<file path="src/rtl/tmr_pkg.sv">
package tmr_pkg;

   localparam int DATA_W   = 32;
   localparam int WIN_BITS = 6;
   localparam int ACK_BIT  = 7;

   localparam logic [WIN_BITS-1:0] OFS_CLR  = 6'h00;
   localparam logic [WIN_BITS-1:0] OFS_GO   = 6'h04;
   localparam logic [WIN_BITS-1:0] OFS_HALT = 6'h08;
   localparam logic [WIN_BITS-1:0] OFS_MODE = 6'h0C;
   localparam logic [WIN_BITS-1:0] OFS_STAT = 6'h10;
   localparam logic [WIN_BITS-1:0] OFS_CNT  = 6'h14;
   localparam logic [WIN_BITS-1:0] OFS_TERM = 6'h18;
   localparam logic [WIN_BITS-1:0] OFS_IEN  = 6'h1C;
   localparam logic [WIN_BITS-1:0] OFS_ACK  = 6'h20;

   typedef enum logic [3:0] {
      RS_IDLE   = 4'd1,
      RS_ACTIVE = 4'd2
   } run_state_e;

   // packed: pend is bit 7, state occupies [3:0]
   typedef struct packed {
      logic       pend;
      logic       ien;
      logic       oneshot;
      logic       run;
      run_state_e state;
   } chan_status_t;

   typedef struct packed {
      logic clr;
      logic go;
      logic halt;
      logic mode_wr;
      logic term_wr;
      logic ien_wr;
      logic ack_wr;
   } chan_cmd_t;

endpackage

</file>
<file path="src/rtl/tmr_regdec.sv">
module tmr_regdec #(
   parameter int NUM_CH  = 4,
   parameter int ADDR_W  = 9,
   parameter int GLB_OFS = 256,
   localparam int CH_W   = (NUM_CH > 1) ? $clog2(NUM_CH) : 1,
   localparam int WIN_W  = ADDR_W - tmr_pkg::WIN_BITS
) (
   input  logic                                wr_en,
   input  logic [ADDR_W-1:0]                   addr,
   output tmr_pkg::chan_cmd_t [NUM_CH-1:0]     cmd,
   output logic                                glb_wr,
   output logic                                glb_hit,
   output logic                                ch_hit,
   output logic [CH_W-1:0]                     ch_idx,
   output logic [tmr_pkg::WIN_BITS-1:0]        ofs
);
   import tmr_pkg::*;

   logic [WIN_W-1:0] win;
   chan_cmd_t        kind;

   assign win     = addr[ADDR_W-1:WIN_BITS];
   assign ofs     = addr[WIN_BITS-1:0];
   assign ch_idx  = win[CH_W-1:0];
   assign ch_hit  = (int'(win) < NUM_CH);
   assign glb_hit = (addr == ADDR_W'(GLB_OFS));
   assign glb_wr  = wr_en && glb_hit;

   always_comb begin
      kind = '0;
      case (ofs)
         OFS_CLR:  kind.clr     = 1'b1;
         OFS_GO:   kind.go      = 1'b1;
         OFS_HALT: kind.halt    = 1'b1;
         OFS_MODE: kind.mode_wr = 1'b1;
         OFS_TERM: kind.term_wr = 1'b1;
         OFS_IEN:  kind.ien_wr  = 1'b1;
         OFS_ACK:  kind.ack_wr  = 1'b1;
         default:  kind         = '0;
      endcase
   end

   for (genvar i = 0; i < NUM_CH; i++) begin : g_sel
      assign cmd[i] = (wr_en && ch_hit && (ch_idx == CH_W'(i))) ? kind : '0;
   end

endmodule

</file>
<file path="src/rtl/tmr_channel.sv">
module tmr_channel #(
   parameter int CNT_W = 32
) (
   input  logic                         clk,
   input  logic                         rst_n,
   input  tmr_pkg::chan_cmd_t           cmd,
   input  logic [tmr_pkg::DATA_W-1:0]   wdata,
   output logic [CNT_W-1:0]             cnt_o,
   output logic [CNT_W-1:0]             term_o,
   output logic                         run_o,
   output logic                         oneshot_o,
   output logic                         ien_o,
   output logic                         pend_o,
   output tmr_pkg::chan_status_t        status_o,
   output logic                         irq_o
);
   import tmr_pkg::*;

   logic [CNT_W-1:0] cnt_q, term_q;
   logic             run_q, oneshot_q, ien_q, pend_q;
   logic             hit;

   assign hit = run_q && (cnt_q == term_q);

   always_ff @(posedge clk or negedge rst_n) begin
      if (!rst_n) begin
         cnt_q     <= '0;
         term_q    <= '1;
         run_q     <= 1'b0;
         oneshot_q <= 1'b0;
         ien_q     <= 1'b0;
         pend_q    <= 1'b0;
      end else begin
         if (cmd.mode_wr) oneshot_q <= wdata[0];
         if (cmd.term_wr) term_q    <= wdata[CNT_W-1:0];
         if (cmd.ien_wr)  ien_q     <= wdata[0];

         if (hit)
            pend_q <= 1'b1;
         else if (cmd.ack_wr && wdata[ACK_BIT])
            pend_q <= 1'b0;

         if (cmd.clr) begin
            cnt_q <= '0;
            run_q <= 1'b0;
         end else if (cmd.halt) begin
            run_q <= 1'b0;
         end else begin
            if (hit) begin
               cnt_q <= '0;
               if (oneshot_q) run_q <= 1'b0;
            end else if (run_q) begin
               cnt_q <= cnt_q + 1'b1;
            end
            if (cmd.go) run_q <= 1'b1;
         end
      end
   end

   always_comb begin
      status_o.pend    = pend_q;
      status_o.ien     = ien_q;
      status_o.oneshot = oneshot_q;
      status_o.run     = run_q;
      status_o.state   = run_q ? RS_ACTIVE : RS_IDLE;
   end

   assign cnt_o     = cnt_q;
   assign term_o    = term_q;
   assign run_o     = run_q;
   assign oneshot_o = oneshot_q;
   assign ien_o     = ien_q;
   assign pend_o    = pend_q;
   assign irq_o     = pend_q && ien_q;

endmodule

</file>
<file path="src/rtl/event_timer_unit.sv">
module event_timer_unit #(
   parameter int NUM_CH  = 4,
   parameter int CNT_W   = 32,
   parameter int ADDR_W  = 9,
   parameter int GLB_OFS = 256
) (
   input  logic                        clk,
   input  logic                        rst_n,
   input  logic                        wr_en,
   input  logic                        rd_en,
   input  logic [ADDR_W-1:0]           addr,
   input  logic [tmr_pkg::DATA_W-1:0]  wdata,
   output logic [tmr_pkg::DATA_W-1:0]  rdata,
   output logic [NUM_CH-1:0]           irq,
   output logic                        clk_req
);
   import tmr_pkg::*;

   localparam int CH_W  = (NUM_CH > 1) ? $clog2(NUM_CH) : 1;
   localparam int WIN_W = ADDR_W - WIN_BITS;

   if (CNT_W < 2 || CNT_W > DATA_W) begin : g_bad_cnt_w
      $error("CNT_W must lie between 2 and the data width");
   end
   if (NUM_CH < 1 || NUM_CH * (1 << WIN_BITS) > GLB_OFS) begin : g_bad_num_ch
      $error("channel windows must end at or below GLB_OFS");
   end
   if (GLB_OFS >= (1 << ADDR_W) || (GLB_OFS % 4) != 0) begin : g_bad_glb
      $error("GLB_OFS must be word aligned and inside the address space");
   end
   if (CH_W > WIN_W) begin : g_bad_addr_w
      $error("ADDR_W too small for NUM_CH");
   end

   chan_cmd_t [NUM_CH-1:0] cmd;
   logic                   glb_wr, glb_hit, ch_hit;
   logic [CH_W-1:0]        ch_idx;
   logic [WIN_BITS-1:0]    ofs;

   logic [CNT_W-1:0]        cnt_a  [NUM_CH];
   logic [CNT_W-1:0]        term_a [NUM_CH];
   chan_status_t            stat_a [NUM_CH];
   logic [NUM_CH-1:0]       run_v, mode_v, ien_v, pend_v;
   logic [NUM_CH-1:0]       clrc_v, goc_v, haltc_v, ackc_v;
   logic [NUM_CH*CNT_W-1:0] cnt_flat, term_flat;
   logic                    clk_req_q;

   tmr_regdec #(
      .NUM_CH (NUM_CH),
      .ADDR_W (ADDR_W),
      .GLB_OFS(GLB_OFS)
   ) u_dec (
      .wr_en  (wr_en),
      .addr   (addr),
      .cmd    (cmd),
      .glb_wr (glb_wr),
      .glb_hit(glb_hit),
      .ch_hit (ch_hit),
      .ch_idx (ch_idx),
      .ofs    (ofs)
   );

   for (genvar i = 0; i < NUM_CH; i++) begin : g_ch
      tmr_channel #(.CNT_W(CNT_W)) u_ch (
         .clk      (clk),
         .rst_n    (rst_n),
         .cmd      (cmd[i]),
         .wdata    (wdata),
         .cnt_o    (cnt_a[i]),
         .term_o   (term_a[i]),
         .run_o    (run_v[i]),
         .oneshot_o(mode_v[i]),
         .ien_o    (ien_v[i]),
         .pend_o   (pend_v[i]),
         .status_o (stat_a[i]),
         .irq_o    (irq[i])
      );
      assign cnt_flat[i*CNT_W +: CNT_W]  = cnt_a[i];
      assign term_flat[i*CNT_W +: CNT_W] = term_a[i];
      assign clrc_v[i]  = cmd[i].clr;
      assign goc_v[i]   = cmd[i].go;
      assign haltc_v[i] = cmd[i].halt;
      assign ackc_v[i]  = cmd[i].ack_wr;
   end

   always_ff @(posedge clk or negedge rst_n) begin
      if (!rst_n)      clk_req_q <= 1'b0;
      else if (glb_wr) clk_req_q <= wdata[0];
   end
   assign clk_req = clk_req_q;

   always_comb begin
      rdata = '0;
      if (rd_en) begin
         if (glb_hit) begin
            rdata = DATA_W'(clk_req_q);
         end else if (ch_hit) begin
            case (ofs)
               OFS_MODE: rdata = DATA_W'(mode_v[ch_idx]);
               OFS_STAT: rdata = DATA_W'(stat_a[ch_idx]);
               OFS_CNT:  rdata = DATA_W'(cnt_a[ch_idx]);
               OFS_TERM: rdata = DATA_W'(term_a[ch_idx]);
               OFS_IEN:  rdata = DATA_W'(ien_v[ch_idx]);
               default:  rdata = '0;
            endcase
         end
      end
   end

endmodule

</file>
<file path="config.mk">
export PLATFORM = sky130hd
export DESIGN_NAME = event_timer_unit
export DESIGN_NICKNAME = d
export VERILOG_FILES = /design/src/rtl/tmr_pkg.sv /design/src/rtl/tmr_regdec.sv /design/src/rtl/tmr_channel.sv /design/src/rtl/event_timer_unit.sv
export SDC_FILE = /design/constraint.sdc
export NUM_CORES = 1
export LEC_CHECK = 0
export BUFFER_PORTS_ARGS = -buffer_cell sky130_fd_sc_hd__buf_4
export CAP_MARGIN = 10
export CORE_AREA = 2 2 210 212
export DETAILED_ROUTE_END_ITERATION = 7
export DIE_AREA = 0 0 212 214
export PLACE_DENSITY = 0.66
export SYNTH_ARGS = -nofsm -noshare
export SYNTH_HDL_FRONTEND = slang
export SYNTH_SLANG_ARGS = --single-unit
</file>
<file path="constraint.sdc">
create_clock -name clk -period 3.02 [get_ports clk]
set_input_delay 0.453 -clock clk [delete_from_list [all_inputs] [get_ports clk]]
set_output_delay 0.453 -clock clk [all_outputs]
set_load 0.02 [all_outputs]
</file>
==> flow_summary.ini <==
[critical_path]
reg2regPathDepth = 7
startpoint = g_ch[0].u_ch.cnt_o[0]
crit_fanout = 6
required_ns = 2.57
rrSetupSlack_ns = 0.26
cp.arrival_ns = 2.50
cp-start-kind = flop
rr_endpoint = g_ch[0].u_ch.cnt_o[22]
critPathKind = reg2out
timing.rr.start = g_ch[0].u_ch.term_o[11]
end_kind = output port

[global_route]
grt_max_degree = 96
track_usage = 0.281
grt_first_pass_wirelength_mm = 95.7
grt_antenna_before_repair = 2
overflow = 0
grt_pass1_vias = 14569

[power_and_ir_drop]
ir_drop_uv = 324
p_leak_nw = 8.37
power_density_nw_per_um2 = 486

[timing]
fmax_mhz = 338
fin_crit_ns = 2.96
maxSlewHeadroom = 0.430
maxSlewViolCount = 0
tightest_slew_ns = 0.854
setup_viol = 0
setup_tns_ns = 0
hold_viol = 0
rsz0062_at_grt = no
skew_ns = 0.0271
finalWorstSetupSlack_ns = 0.0625
fin_crit_sh = 0.979

[drt]
wl_met2_mm = 28.1
dr.max_layer_used = met5
dr.pass1.iters = 6
viasPerCell = 6.43
ant_nets = 0
route.vias.total = 15256
drtIter0Drc = 2216
met1Wirelength_mm = 25.5
routed_wl_mm = 63.8
wl_met3_mm = 6.83
wl_per_cell_um = 26.9
drc_errors = 0

[placed_design]
gp_congestion = 1.08
pre_cts_slack_ns = 0.0977
port-buffer-count = 81
hpwl_mm = 47.7
dp.cells = 2311

[cts]
clk_pin_slew_ns = 0.06
root_buffer = clkbuf_16
post_cts_buffers = 0
cts_buffers = 34
insertion_delay_ns = 0.56
htreeDepth = 2
clkSinkCount = 273
cts_tree = done
clock_path_buffers = 3

[logic_synthesis]
yosysUniqueCellTypes = 68
yosysWarnings = 0
synthFlopType = dfrtp_1
syn_area_um2 = 17000
yosysSeqAreaShare = 0.411
avgSynthCellArea_um2 = 10.2
synth-seq-cells = 273
synth_edf_count = 0
yosys-top-cells-area = dfrtp_1 21%, dfstp_2 20%, mux4_2 9.0%
yosysTopAreaCellShare = 0.214
postSynthNetCount = 1708
syn_inst = 1659
yosysMostFrequentCell = nand2_1
yosys.area.top_type = dfrtp_1
synthTopCellsByCount = 182 x nand2_1, 145 x dfrtp_1, 132 x mux2_2, 128 x dfstp_2, 87 x nand3_1
synthArstFlopShare = 1.00

[layout]
final.fill_count = 3898
layout-drive-gt1-share = 0.346
final_cells = 2374
nNetsFinal = 1812
antennaDiodeCount = 0
seq_area_um2 = 6990
areaGrowthSynthToFinish_pct = 18.8
multi_input_area_um2 = 9320

[worst_hold_path]
holdPathStages = 2
worstHoldStart = wdata[12]
hold_end = g_ch[0].u_ch.term_o[12]
worstHoldPathType = in2reg

[floorplan]
dieArea_um2 = 45400
die_h_um = 214
ioPinCount = 82
rows = 76
start_util = 0.396
die_w_um = 212
core_area_um2 = 42900

[flow_run]
maxCapViolCount = 0

[status]
status = completed
## worst max-delay path, cell delays in order, from the launching register on
cell      delay [ns]
dfrtp_1         0.39
buf_4           0.18
mux4_2          0.45
a22o_1          0.26
a221oi_2        0.27
buf_4           0.16
o21ai_0         0.06
buf_4           0.17
## area by class of cell
type / count / share of cell area
Sequential cell: 273 / 0.346
Clock inverter: 8 / 0.00576
Timing Repair Buffer: 210 / 0.0897
Multi-Input combinational cell: 1220 / 0.462
Inverter: 24 / 0.00446
Clock buffer: 54 / 0.0557
Tap cell: 585 / 0.0363
## sequential cells by signal, summed over array words and instances (netlist names)
name,count
clk_req,1
g_ch.u_ch.cnt_o,128
g_ch.u_ch.ien_o,4
g_ch.u_ch.oneshot_o,4
g_ch.u_ch.pend_o,4
g_ch.u_ch.run_o,4
g_ch.u_ch.term_o,128
## logic make-up (layout without fill, tap and decap cells)
group | Yosys count | after routing | share of synthesized area
AND/OR/NAND/NOR | 626 | 626 | 0.190
flip-flops | 273 | 273 | 0.411
AO/OA/AOI/OAI | 251 | 251 | 0.104
multiplexers | 209 | 209 | 0.183
buffers and inverters | 166 | 296 | 0.0417
XOR/XNOR | 130 | 130 | 0.0670
adder cells (fa/ha/maj) | 4 | 4 | 0.00295
## layout by cell type, fill, tap and decap left out, types with 9 or more instances in the layout
| cell | synthesis | routed |
|---|---|---|
| buf_4 | 6 | 190 |
| nand2_1 | 182 | 182 |
| dfrtp_1 | 145 | 145 |
| mux2_2 | 132 | 132 |
| dfstp_2 | 128 | 128 |
| nand3_1 | 87 | 87 |
| xor2_1 | 84 | 84 |
| nand4_1 | 84 | 84 |
| nor2_1 | 79 | 76 |
| mux4_2 | 68 | 68 |
| o21ai_0 | 50 | 49 |
| xnor2_1 | 46 | 46 |
| a22oi_1 | 45 | 45 |
| clkbuf_16 | 0 | 40 |
| nor3_1 | 31 | 31 |
| and3_1 | 28 | 28 |
| and2_1 | 23 | 24 |
| inv_1 | 24 | 24 |
| nor4_1 | 24 | 24 |
| o211ai_1 | 23 | 23 |
| o311ai_0 | 22 | 22 |
| a31oi_1 | 21 | 21 |
| a21oi_1 | 20 | 19 |
| or3_1 | 19 | 19 |
| buf_12 | 0 | 18 |
| o31ai_1 | 16 | 16 |
| or2_2 | 11 | 11 |
| and4_1 | 10 | 10 |
| mux2i_1 | 9 | 9 |
## layer usage
metal	global-route usage	up-vias
met5	0	-
met4	0.141	4
met3	0.0610	193
met2	0.414	994
met1	0.390	7644
li1	-	6421
## how the worst max path moves through the flow
stage,depth (start not counted),slack (ns),to
2_1_floorplan,6,0.24,rdata[25]
3_3_place_gp,7,0.14,rdata[6]
3_5_place_dp,7,0.1,rdata[6]
4_1_cts,7,0.05,rdata[6]
5_1_grt,7,0.01,rdata[0]
6_report,7,0.06,rdata[0]
## power by group
part,internal (W),switching [W],total [W]
Combinational,0.000514,0.000731,0.00125
Clock,0.00281,0.00169,0.00450
Sequential,0.00384,0.000215,0.00405
Total,0.00717,0.00263,0.00980
## timing repair
| item | CTS | global route |
|---|---|---|
| endpoints found under the hold margin | 1 | 0 |
| endpoints found under the setup margin | 1 | 1 |
| hold buffers | 1 | 0 |
| cloned | 0 | 0 |
| resized for setup | 1 | 1 |
## per-stage QoR
step | util | hold WS, ns | total power [W] | area [µm²]
3_3_place_gp | 0.441 | 0.516 | 0.00528 | 18900
4_1_cts | 0.471 | 0.145 | 0.00982 | 20200
3_5_place_dp | 0.441 | 0.511 | 0.00531 | 18900
5_1_grt | 0.471 | 0.167 | 0.0101 | 20200
2_1_floorplan | - | 0.157 | 0.00468 | 17000
6_report | 0.471 | 0.159 | 0.00980 | 20200
No activity file was read; power rests on OpenSTA's default activity.
